File: config.mk
export PLATFORM = sky130hd
export DESIGN_NAME = panel_pwrup_seq
export DESIGN_NICKNAME = d
export VERILOG_FILES = /design/src/rtl/pps_pkg.sv /design/src/rtl/pps_timebase.sv /design/src/rtl/pps_deadline.sv /design/src/rtl/pps_stage_fsm.sv /design/src/rtl/pps_out_regs.sv /design/src/rtl/panel_pwrup_seq.sv
export SDC_FILE = /design/constraint.sdc
export NUM_CORES = 1
export LEC_CHECK = 0
export ABC_AREA = 1
export CORE_MARGIN = 3
export CORE_UTILIZATION = 27
export DETAILED_ROUTE_END_ITERATION = 10
export REMOVE_ABC_BUFFERS = 1
export SYNTH_ARGS = -nofsm -noshare
export SYNTH_HDL_FRONTEND = slang
export SYNTH_SLANG_ARGS = --single-unit
File: constraint.sdc
create_clock -name clk_i -period 7.43 [get_ports clk_i]
set_input_delay 0.743 -clock clk_i [delete_from_list [all_inputs] [get_ports clk_i]]
set_output_delay 0.743 -clock clk_i [all_outputs]
set_load 0.03 [all_outputs]
File: src/rtl/pps_pkg.sv
package pps_pkg;
  typedef enum logic [2:0] {
    ST_START = 3'd0,
    ST_PANEL = 3'd1,
    ST_LVDS  = 3'd2,
    ST_BLVDD = 3'd3,
    ST_PWM   = 3'd4,
    ST_BLEN  = 3'd5,
    ST_DONE  = 3'd6
  } stage_e;

  localparam int unsigned N_TIMED   = 4;
  localparam int unsigned N_GATED   = 4;
  localparam int unsigned US_PER_MS = 1000;
endpackage

File: src/rtl/pps_timebase.sv
module pps_timebase #(
  parameter int unsigned CLK_HZ = 200_000_000
) (
  input  logic        clk_i,
  input  logic        rst_ni,
  output logic [31:0] now_us_o
);
  localparam int unsigned DIV = (CLK_HZ / 1_000_000 < 1) ? 1 : CLK_HZ / 1_000_000;
  localparam int unsigned PW  = (DIV > 1) ? $clog2(DIV) : 1;

  logic tick;

  generate
    if (DIV == 1) begin : g_nodiv
      assign tick = 1'b1;
    end else begin : g_div
      logic [PW-1:0] pre_q;
      always_ff @(posedge clk_i or negedge rst_ni) begin
        if (!rst_ni)                    pre_q <= '0;
        else if (pre_q == PW'(DIV - 1)) pre_q <= '0;
        else                            pre_q <= pre_q + 1'b1;
      end
      assign tick = (pre_q == PW'(DIV - 1));
    end
  endgenerate

  always_ff @(posedge clk_i or negedge rst_ni) begin
    if (!rst_ni)   now_us_o <= '0;
    else if (tick) now_us_o <= now_us_o + 32'd1;
  end

  // timebase moves by at most one microsecond per clock
  p_us_step_r3: assert property (@(posedge clk_i) disable iff (!rst_ni)
    1'b1 |=> (now_us_o == $past(now_us_o)) || (now_us_o == $past(now_us_o) + 32'd1));
endmodule

File: src/rtl/pps_deadline.sv
module pps_deadline
  import pps_pkg::*;
#(
  parameter int unsigned DLY_W = 8
) (
  input  logic                       clk_i,
  input  logic                       rst_ni,
  input  logic                       arm_i,
  input  stage_e                     stage_i,
  input  logic [N_TIMED*DLY_W-1:0]   dly_ms_i,
  input  logic [31:0]                now_us_i,
  output logic                       reached_o
);
  localparam int unsigned SW = $clog2(N_TIMED);

  logic [DLY_W-1:0] dly_a [N_TIMED];
  logic [31:0]      add_us, dl_q, diff;
  logic [SW-1:0]    sel;

  for (genvar g = 0; g < N_TIMED; g++) begin : g_fld
    assign dly_a[g] = dly_ms_i[g*DLY_W +: DLY_W];
  end

  assign sel = stage_i[SW-1:0];

  always_comb begin
    add_us = '0;
    if (int'(stage_i) < N_TIMED) add_us = 32'(dly_a[sel]) * US_PER_MS;
  end

  always_ff @(posedge clk_i or negedge rst_ni) begin
    if (!rst_ni)    dl_q <= '0;
    else if (arm_i) dl_q <= now_us_i + add_us;
  end

  // wrap-safe: reached when (now - deadline) is non-negative as signed
  assign diff      = now_us_i - dl_q;
  assign reached_o = ~diff[31];

  // stages from PWM onward add no wait
  p_no_wait_r4: assert property (@(posedge clk_i) disable iff (!rst_ni)
    arm_i && (stage_i == ST_PWM || stage_i == ST_BLEN) |=> reached_o);
endmodule

File: src/rtl/pps_stage_fsm.sv
module pps_stage_fsm
  import pps_pkg::*;
(
  input  logic   clk_i,
  input  logic   rst_ni,
  input  logic   start_i,
  input  logic   advance_i,
  input  logic   blocking_i,
  input  logic   reached_i,
  output stage_e stage_o,
  output logic   step_o
);
  stage_e stage_q;

  always_comb begin
    if (stage_q == ST_START)     step_o = start_i;
    else if (stage_q == ST_DONE) step_o = 1'b0;
    else                         step_o = reached_i && (blocking_i || advance_i);
  end

  always_ff @(posedge clk_i or negedge rst_ni) begin
    if (!rst_ni)     stage_q <= ST_START;
    else if (step_o) stage_q <= stage_e'(stage_q + 3'd1);
  end

  assign stage_o = stage_q;

  p_start_hold_r2: assert property (@(posedge clk_i) disable iff (!rst_ni)
    stage_q == ST_START && !start_i |=> stage_q == ST_START);
  p_early_hold_r3: assert property (@(posedge clk_i) disable iff (!rst_ni)
    stage_q != ST_START && !reached_i |=> $stable(stage_q));
  p_poll_only_r6: assert property (@(posedge clk_i) disable iff (!rst_ni)
    stage_q != ST_START && !blocking_i && !advance_i |=> $stable(stage_q));
  p_done_hold_r9: assert property (@(posedge clk_i) disable iff (!rst_ni)
    stage_q == ST_DONE |=> stage_q == ST_DONE);
endmodule

File: src/rtl/pps_out_regs.sv
module pps_out_regs
  import pps_pkg::*;
#(
  parameter int unsigned DUTY_W      = 8,
  parameter int unsigned RATE_W      = 16,
  parameter int unsigned DIV_W       = 4,
  parameter int unsigned PWM_DUTY    = 8'hDF,
  parameter int unsigned PWM_RATE_HZ = 32768,
  parameter int unsigned PWM_DIV     = 1
) (
  input  logic               clk_i,
  input  logic               rst_ni,
  input  logic               step_i,
  input  stage_e             stage_i,
  input  logic [N_GATED-1:0] valid_i,
  output logic [N_GATED-1:0] en_o,
  output logic               pwm_en_o,
  output logic [DUTY_W-1:0]  pwm_duty_o,
  output logic [RATE_W-1:0]  pwm_rate_hz_o,
  output logic [DIV_W-1:0]   pwm_div_o
);
  // gated line g: 0 panel supply, 1 LVDS, 2 backlight supply, 3 backlight enable
  for (genvar g = 0; g < N_GATED; g++) begin : g_line
    localparam stage_e OWN = (g == 0) ? ST_PANEL :
                             (g == 1) ? ST_LVDS  :
                             (g == 2) ? ST_BLVDD : ST_BLEN;
    always_ff @(posedge clk_i or negedge rst_ni) begin
      if (!rst_ni)                                  en_o[g] <= 1'b0;
      else if (step_i && stage_i == OWN && valid_i[g]) en_o[g] <= 1'b1;
    end

    p_sticky_r10: assert property (@(posedge clk_i) disable iff (!rst_ni)
      en_o[g] |=> en_o[g]);
    p_masked_low_r7: assert property (@(posedge clk_i) disable iff (!rst_ni)
      !en_o[g] && !valid_i[g] |=> !en_o[g]);
  end

  always_ff @(posedge clk_i or negedge rst_ni) begin
    if (!rst_ni)                           pwm_en_o <= 1'b0;
    else if (step_i && stage_i == ST_PWM)  pwm_en_o <= 1'b1;
  end

  assign pwm_duty_o    = pwm_en_o ? DUTY_W'(PWM_DUTY)    : '0;
  assign pwm_rate_hz_o = pwm_en_o ? RATE_W'(PWM_RATE_HZ) : '0;
  assign pwm_div_o     = pwm_en_o ? DIV_W'(PWM_DIV)      : '0;

  p_pwm_sticky_r10: assert property (@(posedge clk_i) disable iff (!rst_ni)
    pwm_en_o |=> pwm_en_o);
endmodule

File: src/rtl/panel_pwrup_seq.sv
module panel_pwrup_seq
  import pps_pkg::*;
#(
  parameter int unsigned CLK_HZ      = 200_000_000,
  parameter int unsigned DLY_W       = 8,
  parameter int unsigned DUTY_W      = 8,
  parameter int unsigned RATE_W      = 16,
  parameter int unsigned DIV_W       = 4,
  parameter int unsigned PWM_DUTY    = 8'hDF,
  parameter int unsigned PWM_RATE_HZ = 32768,
  parameter int unsigned PWM_DIV     = 1
) (
  input  logic                     clk_i,
  input  logic                     rst_ni,
  input  logic                     start_i,
  input  logic                     advance_i,
  input  logic                     blocking_i,
  input  logic [N_TIMED*DLY_W-1:0] dly_ms_i,
  input  logic [N_GATED-1:0]       line_valid_i,
  output logic                     panel_vdd_en_o,
  output logic                     lvds_en_o,
  output logic                     bl_vdd_en_o,
  output logic                     pwm_en_o,
  output logic [DUTY_W-1:0]        pwm_duty_o,
  output logic [RATE_W-1:0]        pwm_rate_hz_o,
  output logic [DIV_W-1:0]         pwm_div_o,
  output logic                     bl_en_o,
  output logic                     done_o
);
  logic [31:0]        now_us;
  logic               reached, step;
  stage_e             stage;
  logic [N_GATED-1:0] en;

  pps_timebase #(.CLK_HZ(CLK_HZ)) u_tb (
    .clk_i(clk_i), .rst_ni(rst_ni), .now_us_o(now_us)
  );

  pps_deadline #(.DLY_W(DLY_W)) u_dl (
    .clk_i(clk_i), .rst_ni(rst_ni), .arm_i(step), .stage_i(stage),
    .dly_ms_i(dly_ms_i), .now_us_i(now_us), .reached_o(reached)
  );

  pps_stage_fsm u_fsm (
    .clk_i(clk_i), .rst_ni(rst_ni), .start_i(start_i), .advance_i(advance_i),
    .blocking_i(blocking_i), .reached_i(reached), .stage_o(stage), .step_o(step)
  );

  pps_out_regs #(
    .DUTY_W(DUTY_W), .RATE_W(RATE_W), .DIV_W(DIV_W),
    .PWM_DUTY(PWM_DUTY), .PWM_RATE_HZ(PWM_RATE_HZ), .PWM_DIV(PWM_DIV)
  ) u_out (
    .clk_i(clk_i), .rst_ni(rst_ni), .step_i(step), .stage_i(stage),
    .valid_i(line_valid_i), .en_o(en), .pwm_en_o(pwm_en_o),
    .pwm_duty_o(pwm_duty_o), .pwm_rate_hz_o(pwm_rate_hz_o), .pwm_div_o(pwm_div_o)
  );

  assign panel_vdd_en_o = en[0];
  assign lvds_en_o      = en[1];
  assign bl_vdd_en_o    = en[2];
  assign bl_en_o        = en[3];
  assign done_o         = (stage == ST_DONE);

  p_order_pwm_r1: assert property (@(posedge clk_i) disable iff (!rst_ni)
    $rose(pwm_en_o) |-> !done_o && !bl_en_o);
  p_order_blen_r1: assert property (@(posedge clk_i) disable iff (!rst_ni)
    $rose(bl_en_o) |-> pwm_en_o && done_o);
  p_done_sticky_r9: assert property (@(posedge clk_i) disable iff (!rst_ni)
    done_o |=> done_o && $stable(pwm_en_o));
endmodule

==> metrics.txt <==
status completed; Worst-path clk slew 0.07 ns; Tightest Hold Check Type in -> async; Levels on crit path 33; vias in the first global route 6767; Setup-failing EPs final 0; hold buffers post-CTS 0; post-synth cell types 36; Overflow after GRT 0; R2R cell count 33; cell taking the most area after synthesis dfrtp_1; setup TNS 0 ns; CP top delay family adder cells; Post-DRT Antenna Nets 0; H-tree depth 3; slowest CP cell fa_1; nets@finish 1263; RD Place Congestion 0.882; clk sinks 80; buffers added on ports 55; max frequency 0.149 GHz; First-pass DRT Iterations 5; largest net degree at the start of global routing 56; final max-slew violation count 0; CP Data Arrival Time 6.94 ns; initial antenna violation count 0; Die Height 175 um; fin crit period 6.70 ns; commonest non-fill, non-tap cells in the layout 303 x nand2_1, 168 x inv_1, 90 x ha_1, 80 x dfrtp_1, 77 x nor2_1; CP Buf/Inv Count 4; period utilisation layout 90.2%; Worst setup EP type flop; I/O pin count 75; RSZ-0062 raised after global routing no; initial drt markers 373; Critical Path Start Type flop; synthesized flop and latch total 80; Remaining DRCs 0; CTS root buffer clkbuf_16; clock latency on the worst-skew pair 0.35 ns; post-synthesis sequential area ratio 26.0%; Bufs on Longest Clock Path 2; skew final 0.00933 ns; overall routing resource usage 13.3%; Syn Area/Cell 7.24 um^2; CTS tree yes; WL/cell 13.2 um; max cap viols 0; Detailed Place HPWL 15300 um; global-route wire length before repair 33300 um; layout cells sized above 1 3.50%; synth warn 0; Core Rows 61; postcts setup bufs 0; crit path max fanout 20; top post-synthesis cells by area dfrtp_1 26%, nand2_1 15%, ha_1 15%, inv_1 8.2%, fa_1 5.7%; area grow syn2layout 15.0%; Initial Util 27.6%; Placeable Area 27900 um^2; Crit path top cell by count nand2_1; post-DR vias/cell 4.46; Worst EP required 7.67 ns; die width 175 um; Final Hold Viols 0; slowest cell delay on critical path 0.53 ns; crit path kind reg -> reg; diode count 0; WL final 19600 um; Syn Inst Count 1065; most common cell after layout, fill and taps aside nand2_1; Post-Syn Area 7710 um^2; Die Area 30600 um^2; measured slew at the worst slew-check pin 0.922 ns; via count 6661; top cell type's share of synthesized area 26.0%; post-CTS resize count 0; slew margin rel. 38.3%; Num CTS Buffers 9
-- registers in the layout, indices dropped and copies added (netlist names) --
name	count
u_dl.dl_q	32
u_tb.now_us_o	32
u_tb.g_div.pre_q	8
u_out.en_o	4
u_fsm.stage_o	3
u_out.pwm_en_o	1
-- worst paths after layout --
kind	startpoint	to	slack, ns
hold / removal	rst_ni	u_dl.dl_q[22]	0.31
max in group asynchronous	rst_ni	u_dl.dl_q[5]	6.03
setup / recovery	u_fsm.stage_o[0]	u_dl.dl_q[28]	0.73
setup reg to reg	u_fsm.stage_o[0]	u_dl.dl_q[28]	0.73
min in group clk_i	u_out.en_o[3]	u_out.en_o[3]	0.46
hold reg to reg	u_out.en_o[3]	u_out.en_o[3]	0.46
-- cell type report --
type	count	area, um^2
clock buffer	9	225
clock inverter	7	86.3
fill	3069	19100
inverter	169	638
multi-input combinational	788	4840
sequential	80	2000
tap	378	473
timing repair buffer	62	601
-- logic make-up after synthesis --
| kind of cell | share of synthesized area, % |
|---|---|
| DFF | 26.0 |
| xor gates and xnor gates | 5.68 |
| AOI/OAI and AO/OA | 7.16 |
| and+or+nand+nor | 28.7 |
| adders and majority gates | 20.3 |
| other | 0.0487 |
| buffers and inverters | 12.1 |
-- synth_stat cells, drive strengths merged --
cell type  count
and2b          1
nor4           6
dfrtp         80
nand3         73
buf           36
a21o           7
xnor2          7
o21a           1
clkbuf        10
a31oi          2
clkinv         1
nor3b          1
nand3b         2
xor2          43
fa            22
and3           1
a21boi         1
nor2          83
a32oi          7
conb           1
inv          168
nand2        305
o21bai         4
ha            90
nand4         21
nor3          16
o21ai         28
a21oi         48
-- per-stage QoR --
step | cells | utilization [%] | instance area (um^2) | worst slack, ns | hold WS [ns]
after floorplan | 1037 | - | 7470 | 1.34 | 0.433
after global placement | 1477 | 30.6 | 8550 | 0.743 | 0.448
after detailed placement | 1477 | 30.6 | 8550 | 0.654 | 0.458
after CTS | 1493 | 31.7 | 8860 | 0.633 | 0.321
after global routing | 1493 | 31.7 | 8860 | 0.181 | 0.335
final | 1493 | 31.7 | 8860 | 0.731 | 0.310
-- metal layers --
metal / share of wire [%] / track usage, % / vias up
met5: 0 / 0 / -
met4: 1.2 / 2.63 / 0
met3: 3.9 / 2.72 / 15
met2: 45 / 22.3 / 101
met1: 49 / 17.8 / 3113
li1: - / - / 3432
Power is left out: the tool's default activity adds up to more than one toggle a clock period on the data nets, which glitch-free logic cannot reach.
